==> src/rtl/vpw_rx_pkg.sv <==
package vpw_rx_pkg;

   // symbol events produced by the pulse meter, at most one event per cycle
   typedef struct packed {
      logic bit_ev;   // a data pulse has ended
      logic bit_val;  // decoded value of that pulse
      logic sof;      // long active pulse ended
      logic eod;      // passive level reached the end-of-data width
      logic eof;      // passive level reached the end-of-frame width
   } vpw_sym_t;

   // status flag positions
   localparam int unsigned ST_EOD = 0;
   localparam int unsigned ST_EOF = 1;
   localparam int unsigned ST_FRM = 2;
   localparam int unsigned ST_OVR = 3;
   localparam int unsigned ST_W   = 4;

endpackage

==> src/rtl/vpw_bus_sync.sv <==
module vpw_bus_sync #(
   parameter bit ACTIVE_HIGH = 1'b1
) (
   input  logic clk,
   input  logic rst_n,
   input  logic bus_in,
   output logic bus_lvl
);

   logic raw;
   logic s1_q, s2_q;

   generate
      if (ACTIVE_HIGH) begin : g_pos
         assign raw = bus_in;
      end else begin : g_neg
         assign raw = ~bus_in;
      end
   endgenerate

   always_ff @(posedge clk or negedge rst_n) begin
      if (!rst_n) begin
         s1_q <= 1'b0;
         s2_q <= 1'b0;
      end else begin
         s1_q <= raw;
         s2_q <= s1_q;
      end
   end

   assign bus_lvl = s2_q;

endmodule

==> src/rtl/vpw_pulse_meter.sv <==
module vpw_pulse_meter
   import vpw_rx_pkg::*;
#(
   parameter int TICK_DIV = 16,
   parameter int NOISE_US = 34,
   parameter int LONG_US  = 96,
   parameter int BREAK_US = 163,
   parameter int EOF_US   = 239
) (
   input  logic     clk,
   input  logic     rst_n,
   input  logic     bus_lvl,
   output vpw_sym_t sym
);

   localparam int CW = $clog2(EOF_US + 1);
   localparam int DW = (TICK_DIV > 1) ? $clog2(TICK_DIV) : 1;
   localparam logic [CW-1:0] NOISE_T = CW'(NOISE_US);
   localparam logic [CW-1:0] LONG_T  = CW'(LONG_US);
   localparam logic [CW-1:0] BREAK_T = CW'(BREAK_US);
   localparam logic [CW-1:0] EOF_T   = CW'(EOF_US);
   localparam logic [DW-1:0] DIV_END = DW'(TICK_DIV - 1);

   logic [DW-1:0] div_q;
   logic          tick;
   logic          lvl_q;
   logic [CW-1:0] wcnt_q;
   logic          edge_seen;
   logic          is_short, is_long, is_break;

   assign tick      = (div_q == DIV_END);
   assign edge_seen = (bus_lvl != lvl_q);

   always_ff @(posedge clk or negedge rst_n) begin
      if (!rst_n) begin
         div_q <= '0;
      end else if (tick) begin
         div_q <= '0;
      end else begin
         div_q <= div_q + 1'b1;
      end
   end

   // width counter starts saturated so an idle bus raises no timeout
   always_ff @(posedge clk or negedge rst_n) begin
      if (!rst_n) begin
         lvl_q  <= 1'b0;
         wcnt_q <= EOF_T;
      end else begin
         lvl_q <= bus_lvl;
         if (edge_seen) begin
            wcnt_q <= '0;
         end else if (tick && (wcnt_q != EOF_T)) begin
            wcnt_q <= wcnt_q + 1'b1;
         end
      end
   end

   assign is_short = (wcnt_q >= NOISE_T) && (wcnt_q < LONG_T);
   assign is_long  = (wcnt_q >= LONG_T)  && (wcnt_q < BREAK_T);
   assign is_break = (wcnt_q >= BREAK_T);

   always_comb begin
      sym.bit_ev  = edge_seen && (is_short || is_long);
      sym.bit_val = lvl_q ? is_long : is_short;
      sym.sof     = edge_seen && lvl_q && is_break;
      sym.eod     = !edge_seen && !lvl_q && tick && (wcnt_q == BREAK_T - 1'b1);
      sym.eof     = !edge_seen && !lvl_q && tick && (wcnt_q == EOF_T - 1'b1);
   end

endmodule

==> src/rtl/vpw_rx_assembler.sv <==
module vpw_rx_assembler
   import vpw_rx_pkg::*;
#(
   parameter int DATA_W = 8
) (
   input  logic              clk,
   input  logic              rst_n,
   input  vpw_sym_t          sym,
   input  logic              rx_rd,
   input  logic              stat_clr,
   output logic [DATA_W-1:0] rx_data,
   output logic              rx_valid,
   output logic [ST_W-1:0]   status
);

   localparam int BCW = (DATA_W > 1) ? $clog2(DATA_W) : 1;
   localparam logic [BCW-1:0] LAST_BIT = BCW'(DATA_W - 1);

   logic              in_frame_q;
   logic [BCW-1:0]    bit_cnt_q;
   logic [DATA_W-1:0] shreg_q;
   logic [DATA_W-1:0] hold_q, pend_q;
   logic              hold_v, pend_v;
   logic [ST_W-1:0]   flags_q;

   logic              take_bit, byte_done;
   logic [DATA_W-1:0] new_byte;
   logic [DATA_W-1:0] hq_n, pq_n;
   logic              hv_n, pv_n, ovr_ev;
   logic [ST_W-1:0]   flags_n;

   assign take_bit  = in_frame_q && sym.bit_ev;
   assign byte_done = take_bit && (bit_cnt_q == LAST_BIT);
   assign new_byte  = {shreg_q[DATA_W-2:0], sym.bit_val};

   // framing and bit assembly
   always_ff @(posedge clk or negedge rst_n) begin
      if (!rst_n) begin
         in_frame_q <= 1'b0;
         bit_cnt_q  <= '0;
         shreg_q    <= '0;
      end else begin
         if (sym.sof) begin
            in_frame_q <= 1'b1;
            bit_cnt_q  <= '0;
         end else if (take_bit) begin
            shreg_q   <= new_byte;
            bit_cnt_q <= byte_done ? '0 : bit_cnt_q + 1'b1;
         end else if (in_frame_q && sym.eof) begin
            in_frame_q <= 1'b0;
            bit_cnt_q  <= '0;
         end else if (in_frame_q && sym.eod) begin
            bit_cnt_q <= '0;
         end
      end
   end

   // two-entry holding store, pop first then push
   always_comb begin
      hq_n   = hold_q;
      hv_n   = hold_v;
      pq_n   = pend_q;
      pv_n   = pend_v;
      ovr_ev = 1'b0;
      if (rx_rd && hold_v) begin
         if (pend_v) begin
            hq_n = pend_q;
            pv_n = 1'b0;
         end else begin
            hv_n = 1'b0;
         end
      end
      if (byte_done) begin
         if (!hv_n) begin
            hq_n = new_byte;
            hv_n = 1'b1;
         end else if (!pv_n) begin
            pq_n = new_byte;
            pv_n = 1'b1;
         end else begin
            ovr_ev = 1'b1;
         end
      end
   end

   // sticky flags, a new event wins over a clear in the same cycle
   always_comb begin
      flags_n = stat_clr ? '0 : flags_q;
      if (in_frame_q && sym.eod) begin
         flags_n[ST_EOD] = 1'b1;
         if (bit_cnt_q != '0) flags_n[ST_FRM] = 1'b1;
      end
      if (in_frame_q && sym.eof) flags_n[ST_EOF] = 1'b1;
      if (ovr_ev) flags_n[ST_OVR] = 1'b1;
   end

   always_ff @(posedge clk or negedge rst_n) begin
      if (!rst_n) begin
         hold_q  <= '0;
         hold_v  <= 1'b0;
         pend_q  <= '0;
         pend_v  <= 1'b0;
         flags_q <= '0;
      end else begin
         hold_q  <= hq_n;
         hold_v  <= hv_n;
         pend_q  <= pq_n;
         pend_v  <= pv_n;
         flags_q <= flags_n;
      end
   end

   assign rx_data  = hold_q;
   assign rx_valid = hold_v;
   assign status   = flags_q;


   pend_needs_hold_chk: assert property (@(posedge clk) disable iff (!rst_n)
      pend_v |-> hold_v);


   ovr_when_full_chk: assert property (@(posedge clk) disable iff (!rst_n)
      $rose(flags_q[ST_OVR]) |-> ($past(hold_v) && $past(pend_v)));


   eof_to_idle_chk: assert property (@(posedge clk) disable iff (!rst_n)
      (sym.eof && !sym.sof) |=> !in_frame_q);


   frm_with_eod_chk: assert property (@(posedge clk) disable iff (!rst_n)
      $rose(flags_q[ST_FRM]) |-> flags_q[ST_EOD]);

endmodule

==> src/rtl/vpw_frame_rx.sv <==
module vpw_frame_rx
   import vpw_rx_pkg::*;
#(
   parameter int TICK_DIV    = 16,
   parameter int NOISE_US    = 34,
   parameter int LONG_US     = 96,
   parameter int BREAK_US    = 163,
   parameter int EOF_US      = 239,
   parameter int DATA_W      = 8,
   parameter bit ACTIVE_HIGH = 1'b1
) (
   input  logic              clk,
   input  logic              rst_n,
   input  logic              bus_in,
   input  logic              rx_rd,
   input  logic              stat_clr,
   output logic [DATA_W-1:0] rx_data,
   output logic              rx_valid,
   output logic [ST_W-1:0]   status,
   output logic              irq
);

   generate
      if (TICK_DIV < 1) begin : g_bad_div
         $error("TICK_DIV must be at least 1");
      end
      if (!(NOISE_US > 0 && NOISE_US < LONG_US && LONG_US < BREAK_US && BREAK_US < EOF_US)) begin : g_bad_thr
         $error("pulse width thresholds must be strictly increasing");
      end
      if (DATA_W < 2) begin : g_bad_w
         $error("DATA_W must be at least 2");
      end
   endgenerate

   logic     bus_lvl;
   vpw_sym_t sym;

   vpw_bus_sync #(.ACTIVE_HIGH(ACTIVE_HIGH)) u_sync (
      .clk     (clk),
      .rst_n   (rst_n),
      .bus_in  (bus_in),
      .bus_lvl (bus_lvl)
   );

   vpw_pulse_meter #(
      .TICK_DIV (TICK_DIV),
      .NOISE_US (NOISE_US),
      .LONG_US  (LONG_US),
      .BREAK_US (BREAK_US),
      .EOF_US   (EOF_US)
   ) u_meter (
      .clk     (clk),
      .rst_n   (rst_n),
      .bus_lvl (bus_lvl),
      .sym     (sym)
   );

   vpw_rx_assembler #(.DATA_W(DATA_W)) u_asm (
      .clk      (clk),
      .rst_n    (rst_n),
      .sym      (sym),
      .rx_rd    (rx_rd),
      .stat_clr (stat_clr),
      .rx_data  (rx_data),
      .rx_valid (rx_valid),
      .status   (status)
   );

   assign irq = rx_valid | (|status);


   one_symbol_chk: assert property (@(posedge clk) disable iff (!rst_n)
      $countones({sym.bit_ev, sym.sof, sym.eod, sym.eof}) <= 1);

endmodule

==> config.mk <==
export PLATFORM = sky130hd
export DESIGN_NAME = vpw_frame_rx
export DESIGN_NICKNAME = d
export VERILOG_FILES = /design/src/rtl/vpw_rx_pkg.sv /design/src/rtl/vpw_bus_sync.sv /design/src/rtl/vpw_pulse_meter.sv /design/src/rtl/vpw_rx_assembler.sv /design/src/rtl/vpw_frame_rx.sv
export SDC_FILE = /design/constraint.sdc
export NUM_CORES = 1
export LEC_CHECK = 0
export CAP_MARGIN = 20
export CORE_AREA = 2 2 67 69
export CTS_CLUSTER_DIAMETER = 80
export DETAILED_ROUTE_END_ITERATION = 6
export DIE_AREA = 0 0 69 71
export PLACE_DENSITY = 0.79
export RECOVER_POWER = 25
export SYNTH_ARGS = -nofsm -noshare
export SYNTH_HDL_FRONTEND = slang
export SYNTH_SLANG_ARGS = --single-unit
==> constraint.sdc <==
create_clock -name clk -period 6 [get_ports clk]
set_input_delay 1.2 -clock clk [delete_from_list [all_inputs] [get_ports clk]]
set_output_delay 1.2 -clock clk [all_outputs]
set_load 0.03 [all_outputs]
==> impl_metrics.yaml, run 1 <==
timing:
  finalCritPeriodShare_pct: 47.74
  max_freq_mhz: 349.1
  fin_skew_ps: 4.188
  worst_pin_slew_ps: 1170
  fin_tns_setup_ps: 0
  slew_violations: 0
  min_period_ps: 2864
  whs_ps: 358.6
  rsz0062_at_grt: "false"
  relSlewSlack_pct: 22.00
  hold_viol: 0
  setup_viol: 0
floorplanning:
  fp-row-count: 24
  dieArea_um2: 4899
  die_y_um: 71
  initial_utilization_pct: 56.82
  core_area_um2: 4204
  io_pins: 19
  die_x_um: 69
logic_synthesis:
  synthCells: 194
  synthArstFlopShare_pct: 100.0
  synth_largest_area_cell: "dfrtp_1"
  yosys_warnings: 0
  syn_area_per_cell_um2: 12.31
  ys_seq_elements: 48
  synth.cell_area_um2: 2389
  ys.flop_type: "dfrtp_1"
  synth.area.top_cells: "dfrtp_1 43%, mux2_2 12%, dfstp_2 7.7%"
  yosysTopAreaCellShare_pct: 42.95
  synth_cell_types: 40
  synth_edf_count: 0
  ys_seq_area_share_pct: 50.65
  synth_nets: 208
layout:
  antenna_cells: 0
  final_common_cell: "dfrtp_1"
  post-route-util_pct: 64.14
  fill_cells: 341
  final_cells: 266
  drive_gt1_share_pct: 26.17
  area_delta_synth_final_pct: 12.89
  nNetsFinal: 227
  layout_common_cells: "41 x dfrtp_1, 25 x mux2_2, 16 x clkdlybuf4s50_1"
place:
  gp_routability_congestion: 0.7443
  dp_cells: 257
  hpwl_mm: 2.646
  io_buffers: 18
min_path:
  min_path_type: "flip-flop to flip-flop"
worst_setup_path:
  critPathRequiredTime_ps: 4800
  critical-path-max-stage-delay_ps: 600
  cp-end-kind: "primary output"
  crit_arrival_ps: 1660
  crit_path_max_fanout: 8
  cp_cell_sequence: "nor3_1, nand3_1, clkdlybuf4s50_1"
  crit_type: "flip-flop to primary output"
  cpMaxStageDelayCell: "clkdlybuf4s50_1"
  start_kind: "flip-flop"
power_and_ir_drop:
  p_leak_nw: 1.256
  power_density_nw_per_um2: 211.3
  power_w: 0.0005696
  peakVddDrop_v: 0.0001407
routing:
  drc_errors: 0
  postRouteAntennaNets: 0
  drt_pass1_iterations: 4
  via_per_inst: 5.553
  drt_iter0_drc: 84
  vias: 1477
  wire_per_inst_um: 14.54
  wl_mm: 3.867
global_routing:
  grt_max_degree: 49
  gr-total-overflow: 0
  grt_pass1_vias: 1484
  antenna_found_initial: 0
  grt_pass1_wl_mm: 6.803
  grt_usage_pct: 17.43
clocking:
  cts-root-buf: "clkbuf_8"
  post_cts_buffers: 0
  ctsResizeCount: 0
  clkTransAtPathRegs_ps: 80
  cts_max_path_buffers: 2
  clock-sinks: 48
  h-tree-depth: 2
  cts.hold.buffers_added: 0
  cts_tree: "done"
  numCtsBuffers: 5
  worstSkewPairLatency_ps: 300
run:
  max-cap-violations: 0
run_status:
  status: "finished clean"
-- flip-flops by register name, summed over array words and instances (netlist names), 3 cells and up --
signal and count:
u_asm.pend_q 8, u_meter.div_q 4, u_asm.status 4, u_asm.bit_cnt_q 3, u_asm.rx_data 8, u_asm.shreg_q 7, u_meter.wcnt_q 8
-- critical path, delay by kind of cell (launching register included) --
family / cells / cell delay, ps
flops: 1 / 460
buf+inv: 1 / 600
simple gates: 2 / 310
-- power breakdown --
group,leakage (nW),switching (W),internal [W],total [W]
registers,0.634,0.00000118,0.000326,0.000327
logic,0.566,0.0000112,0.00000512,0.0000163
clock network,0.0552,0.000103,0.000124,0.000227
-- stage by stage --
step | worst slack [ps] | instance area [um^2]
after floorplan | 3782 | 2389
after global placement | 3088 | 2570
after detailed placement | 3051 | 2570
after CTS | 3119 | 2678
after global routing | 3039 | 2696
final | 3136 | 2696
-- logic make-up (layout without fill, tap and decap cells) --
logic type / count (synthesis) / in the layout / share of synthesized area, %
muxes: 36 / 36 / 17.86
xor gates and xnor gates: 9 / 9 / 3.300
and+or+nand+nor: 50 / 50 / 11.31
buffers and inverters: 20 / 40 / 4.505
adders and majority gates: 9 / 9 / 4.715
DFF: 48 / 48 / 50.65
AOI/OAI and AO/OA: 22 / 22 / 7.648
-- worst paths after layout --
| check | from | to | slack, ps | cells after the start |
|---|---|---|---|---|
| worst max-delay path | u_asm.rx_valid$_DFF_PN0_ | irq | 3140 | 3 |
| worst min register to register | u_sync.s1_q$_DFF_PN0_ | u_sync.bus_lvl$_DFF_PN0_ | 360 | 0 |
| max in group asynchronous | rst_n | u_meter.wcnt_q[7]$_DFFE_PN1P_ | 4090 | 2 |
| worst max register to register | u_meter.wcnt_q[4]$_DFFE_PN0P_ | u_asm.shreg_q[3]$_DFFE_PN0P_ | 3560 | 4 |
| min in group asynchronous | rst_n | u_asm.rx_valid$_DFF_PN0_ | 1110 | 1 |
| worst min-delay path | u_sync.s1_q$_DFF_PN0_ | u_sync.bus_lvl$_DFF_PN0_ | 360 | 0 |
-- per-layer routing --
metal | global-route usage, % | part of all wire, % | vias up
li1 | - | - | 719
met1 | 23.71 | 48 | 731
met2 | 27.24 | 46 | 21
met3 | 4.416 | 3.5 | 6
met4 | 6.536 | 1.7 | 0
met5 | 0 | 0 | -
-- synth_stat cells (4+ instances only) --
master    n
o21ai_0   7
xor2_1    5
dfrtp_1  41
and3_1    7
nor2_1    9
dfstp_2   7
inv_1    13
mux2_2   25
ha_1      9
nand3_1   9
nand2_1   8
mux2_4    7
xnor2_1   4
mux2i_1   4
-- area by class of cell --
type	instances	area, um^2	area share, %
flip-flops and latches	48	1210	44.87
inverters	13	48.80	1.810
well taps	52	65.06	2.413
clock inverters	2	35.03	1.299
clock buffers	6	72.57	2.691
repair buffers	19	193.9	7.193
multi-input cells	126	1071	39.72
Note: power is estimated with default switching activity, not from simulation.
==> run 2: changes to the inputs <==
CORE_AREA = 2 2 71 73   (was 2 2 67 69)
DIE_AREA = 0 0 73 75   (was 0 0 69 71)
PLACE_DENSITY = 0.74   (was 0.79)
clock period = 2.4 ns   (was 6 ns; I/O delays follow)
==> run 2 against run 1 <==
Sequential share of layout area up 0.13 points. Non-clock buffer count up 4. Worst setup slack worse by 3000 ps. Final area down 0.28%. Via count up 0.14%. Critical path type is now flip-flop to flip-flop.
==> impl_metrics.yaml, run 2 (synthesized netlist as in run 1, its figures left out) <==
clocking:
  numCtsBuffers: 5
  clkTransAtPathRegs_ps: 90
  cts.hold.buffers_added: 0
  post_cts_buffers: 0
  clock-sinks: 48
  cts_max_path_buffers: 2
  h-tree-depth: 2
  cts-root-buf: "clkbuf_8"
  cts_tree: "done"
  worstSkewPairLatency_ps: 300
  ctsResizeCount: 0
timing:
  fin_skew_ps: 12.62
  slew_violations: 0
  max_freq_mhz: 445.2
  hold_viol: 0
  rsz0062_at_grt: "false"
  fin_ws_ps: 154.0
  min_period_ps: 2246
  fin_tns_setup_ps: 0
  finalCritPeriodShare_pct: 93.58
  worst_pin_slew_ps: 1156
  relSlewSlack_pct: 22.93
  setup_viol: 0
power_and_ir_drop:
  peakVddDrop_v: 0.0003200
  power_density_nw_per_um2: 488.3
  p_leak_nw: 1.241
global_routing:
  grt_usage_pct: 16.92
  antenna_found_initial: 0
  grt_pass1_vias: 1433
  gr-total-overflow: 0
  grt_max_degree: 49
  grt_pass1_wl_mm: 6.975
floorplanning:
  die_y_um: 75
  initial_utilization_pct: 51.25
  core_area_um2: 4661
  fp-row-count: 25
  io_pins: 19
  die_x_um: 73
  dieArea_um2: 5475
worst_setup_path:
  crit_path_max_fanout: 9
  crit_arrival_ps: 2440
  crit_type: "flip-flop to flip-flop"
  start_kind: "flip-flop"
  rrSetupSlack_ps: 150
  cpMaxStageDelayCell: "or4_4"
  cp-end-kind: "flip-flop"
  critical-path-max-stage-delay_ps: 570
  cp_cell_sequence: "or4_4, o311ai_4, o21a_1, mux2_2"
  critPathRequiredTime_ps: 2590
routing:
  wire_per_inst_um: 14.92
  drt_iter0_drc: 53
  drc_errors: 0
  postRouteAntennaNets: 0
  drt_pass1_iterations: 6
  wl_mm: 4.042
  via_per_inst: 5.458
  vias: 1479
layout:
  drive_gt1_share_pct: 28.57
  multi_input_area_um2: 1071
  layout_common_cells: "41 x dfrtp_1, 25 x mux2_2, 16 x clkdlybuf4s50_1"
  seqCellArea_um2: 1210
  antenna_cells: 0
  final_common_cell: "dfrtp_1"
  nNetsFinal: 231
  area_delta_synth_final_pct: 12.57
  fill_cells: 388
run:
  max-cap-violations: 0
min_path:
  min_path_type: "flip-flop to flip-flop"
place:
  dp_slack_ps: 123.7
  gp_routability_congestion: 0.7870
  hpwl_mm: 2.830
  io_buffers: 18
run_status:
  status: "finished clean"
## run 2: changes by cell type in the layout (fill, tap and decap cells not counted), sizes merged
cell,delta
bufinv,-1
buf,+4
clkinvlp,+1
clkbuf,-1
## run 2: layout make-up
type / count / area share (%)
clock buffers: 5 / 2.559
repair buffers: 23 / 7.818
inverters: 13 / 1.815
clock inverters: 2 / 0.4653
flip-flops and latches: 48 / 45.00
well taps: 54 / 2.513
multi-input cells: 126 / 39.83
## run 2: routing by layer
metal / share of wire (%) / vias to the layer above / track usage [%]
met5: 0 / - / 0
met4: 1.1 / 0 / 5.556
met3: 3.5 / 5 / 4.284
met2: 47 / 39 / 26.63
met1: 49 / 712 / 23.07
li1: - / 723 / -
## run 2: critical path: cells and delay by family (launching register included)
kind | cells | cell delay, ps
flops | 1 | 420
simple gates | 1 | 570
compound gates | 2 | 760
mux | 1 | 380
## run 2: per-stage QoR
step | utilization [%] | power (W) | cell area [um^2] | hold slack [ps] | instances
after floorplan | - | 0.0008457 | 2389 | 184.4 | 194
after global placement | 56.00 | 0.0008749 | 2610 | 334.5 | 264
after detailed placement | 56.00 | 0.0008749 | 2610 | 334.7 | 264
after CTS | 57.75 | 0.001336 | 2691 | 280.8 | 271
after global routing | 57.69 | 0.001376 | 2689 | 363.7 | 271
final | 57.69 | 0.001313 | 2689 | 350.8 | 271
## run 2: where the power goes
| group | internal [W] | switching (W) | total [W] |
|---|---|---|---|
| combinational | 0.0000115 | 0.0000283 | 0.0000397 |
| sequential | 0.000814 | 0.00000326 | 0.000817 |
| clock | 0.000198 | 0.000258 | 0.000456 |
| total | 0.00102 | 0.000290 | 0.00131 |
## run 2: worst paths after layout
check | from | endpoint | depth (start not counted)
worst max-delay path | u_meter.wcnt_q[6]$_DFFE_PN1P_ | u_asm.pend_q[5]$_DFFE_PN0P_ | 4
worst min-delay path | u_sync.s1_q$_DFF_PN0_ | u_sync.bus_lvl$_DFF_PN0_ | 0
worst max register to register | u_meter.wcnt_q[6]$_DFFE_PN1P_ | u_asm.pend_q[5]$_DFFE_PN0P_ | 4
worst min register to register | u_sync.s1_q$_DFF_PN0_ | u_sync.bus_lvl$_DFF_PN0_ | 0
max in group asynchronous | rst_n | u_asm.rx_data[1]$_DFF_PN0_ | 2
min in group asynchronous | rst_n | u_meter.div_q[2]$_DFF_PN0_ | 2
==> run 3: changes to the inputs <==
--- a/constraint.sdc
+++ b/constraint.sdc
@@ -3,2 +3,2 @@
 set_output_delay 0.48 -clock clk [all_outputs]
-set_load 0.03 [all_outputs]
+set_load 0.1 [all_outputs]
==> run 3 against run 2 <==
Sequential share of layout area up 0.17 points. Register-to-register slack about the same. Core utilization down 0.21 points. Clock power up 7.5%. Non-clock buffer count up 2. Clock skew down 8.4 ps. Final area down 0.37%. Cell count up 0.74%. Count of clock-buffer cells in the layout up 1. Critical path type unchanged. Critical endpoint is now u_asm.shreg_q[2]$_DFFE_PN0P_.
==> impl_metrics.yaml, run 3 (synthesized netlist as in run 1, its figures left out) <==
run_status:
  status: "finished clean"
global_routing:
  grt_pass1_vias: 1442
  antenna_found_initial: 0
  grt_pass1_wl_mm: 6.651
  grt_max_degree: 49
  gr-total-overflow: 0
  grt_usage_pct: 16.41
layout:
  nNetsFinal: 233
  final_common_cell: "dfrtp_1"
  layout_common_cells: "41 x dfrtp_1, 25 x mux2_2, 20 x buf_4"
  multi_input_area_um2: 1071
  drive_gt1_share_pct: 35.16
  antenna_cells: 0
  area_delta_synth_final_pct: 12.15
  fill_cells: 388
  seqCellArea_um2: 1210
floorplanning:
  die_y_um: 75
  die_x_um: 73
  core_area_um2: 4661
  initial_utilization_pct: 51.25
  io_pins: 19
  dieArea_um2: 5475
  fp-row-count: 25
worst_setup_path:
  cpMaxStageDelayCell: "or4_4"
  r2r_start: "u_meter.wcnt_q[6]$_DFFE_PN1P_"
  critPathRequiredTime_ps: 2590
  start_kind: "flip-flop"
  crit_family: "compound AO/OA/AOI/OAI gates"
  critPathBufInv: 0
  critPathLaunch: "u_meter.wcnt_q[6]$_DFFE_PN1P_"
  crit_arrival_ps: 2450
  cp_cell_sequence: "or4_4, o2111a_2, o211a_1, mux2_4"
  cp-end-kind: "flip-flop"
  crit_path_max_fanout: 10
  critical-path-max-stage-delay_ps: 570
  crit_type: "flip-flop to flip-flop"
clocking:
  cts-root-buf: "clkbuf_8"
  h-tree-depth: 2
  cts.hold.buffers_added: 0
  clock-sinks: 48
  numCtsBuffers: 5
  post_cts_buffers: 0
  cts_tree: "done"
  cts_max_path_buffers: 2
  clkTransAtPathRegs_ps: 80
  worstSkewPairLatency_ps: 300
  ctsResizeCount: 0
routing:
  postRouteAntennaNets: 0
  via_per_inst: 5.487
  wire_per_inst_um: 14.79
  drt_iter0_drc: 63
  wl_mm: 4.037
  drc_errors: 0
  vias: 1498
  drt_pass1_iterations: 4
power_and_ir_drop:
  power_density_nw_per_um2: 503.0
  peakVddDrop_v: 0.0002169
  p_leak_nw: 1.305
timing:
  max_freq_mhz: 442.7
  hold_viol: 0
  rsz0062_at_grt: "false"
  slew_violations: 0
  setup_viol: 0
  relSlewSlack_pct: 24.24
  fin_skew_ps: 4.183
  min_period_ps: 2259
  fin_tns_setup_ps: 0
  finalCritPeriodShare_pct: 94.12
  worst_pin_slew_ps: 1136
  fin_ws_ps: 141.1
place:
  dp_slack_ps: 149.4
  gp_routability_congestion: 0.7989
  io_buffers: 18
  hpwl_mm: 2.865
run:
  max-cap-violations: 0
min_path:
  min_path_type: "flip-flop to flip-flop"
  min_from: "u_sync.s1_q$_DFF_PN0_"
-- run 3: layer usage --
| metal | vias up | share of wire, % | global-route usage (%) |
|---|---|---|---|
| li1 | 731 | - | - |
| met1 | 727 | 47 | 20.33 |
| met2 | 33 | 47 | 27.83 |
| met3 | 7 | 3.9 | 3.748 |
| met4 | 0 | 1.8 | 6.790 |
| met5 | - | 0 | 0 |
-- run 3: stage by stage --
step,total power [W],cell area (um^2),instances,utilization [%],hold WS [ps]
floorplan,0.0008457,2389,194,-,184.4
global placement,0.0008754,2590,266,55.57,332.8
detailed placement,0.0008755,2590,266,55.57,334.7
CTS,0.001367,2681,273,57.53,285.7
global route,0.001407,2679,273,57.48,366.8
finish,0.001347,2679,273,57.48,353.7
-- run 3: final cells by class --
class	instances	area share, %
clock inverter	1	0.3269
clock buffer	6	3.083
inverter	13	1.822
multi-input combinational	126	39.98
tap	54	2.522
timing repair buffer	25	7.099
sequential	48	45.17
-- run 3: worst paths after layout --
kind                       cells past startpoint                           end  slack, ps
max                                            4  u_asm.shreg_q[2]$_DFFE_PN0P_        140
min                                            0      u_sync.bus_lvl$_DFF_PN0_        350
max reg2reg                                    4  u_asm.shreg_q[2]$_DFFE_PN0P_        140
min reg2reg                                    0      u_sync.bus_lvl$_DFF_PN0_        350
max in group asynchronous                      2   u_asm.pend_q[0]$_DFFE_PN0P_       1230
min in group asynchronous                      2   u_asm.status[1]$_DFFE_PN0P_        470
-- run 3: where the power goes --
| group | leakage [nW] | switching (W) | internal [W] |
|---|---|---|---|
| sequential | 0.634 | 0.00000346 | 0.000814 |
| combinational | 0.624 | 0.0000283 | 0.0000117 |
| clock | 0.0473 | 0.000260 | 0.000230 |
| total | 1.31 | 0.000292 | 0.00106 |
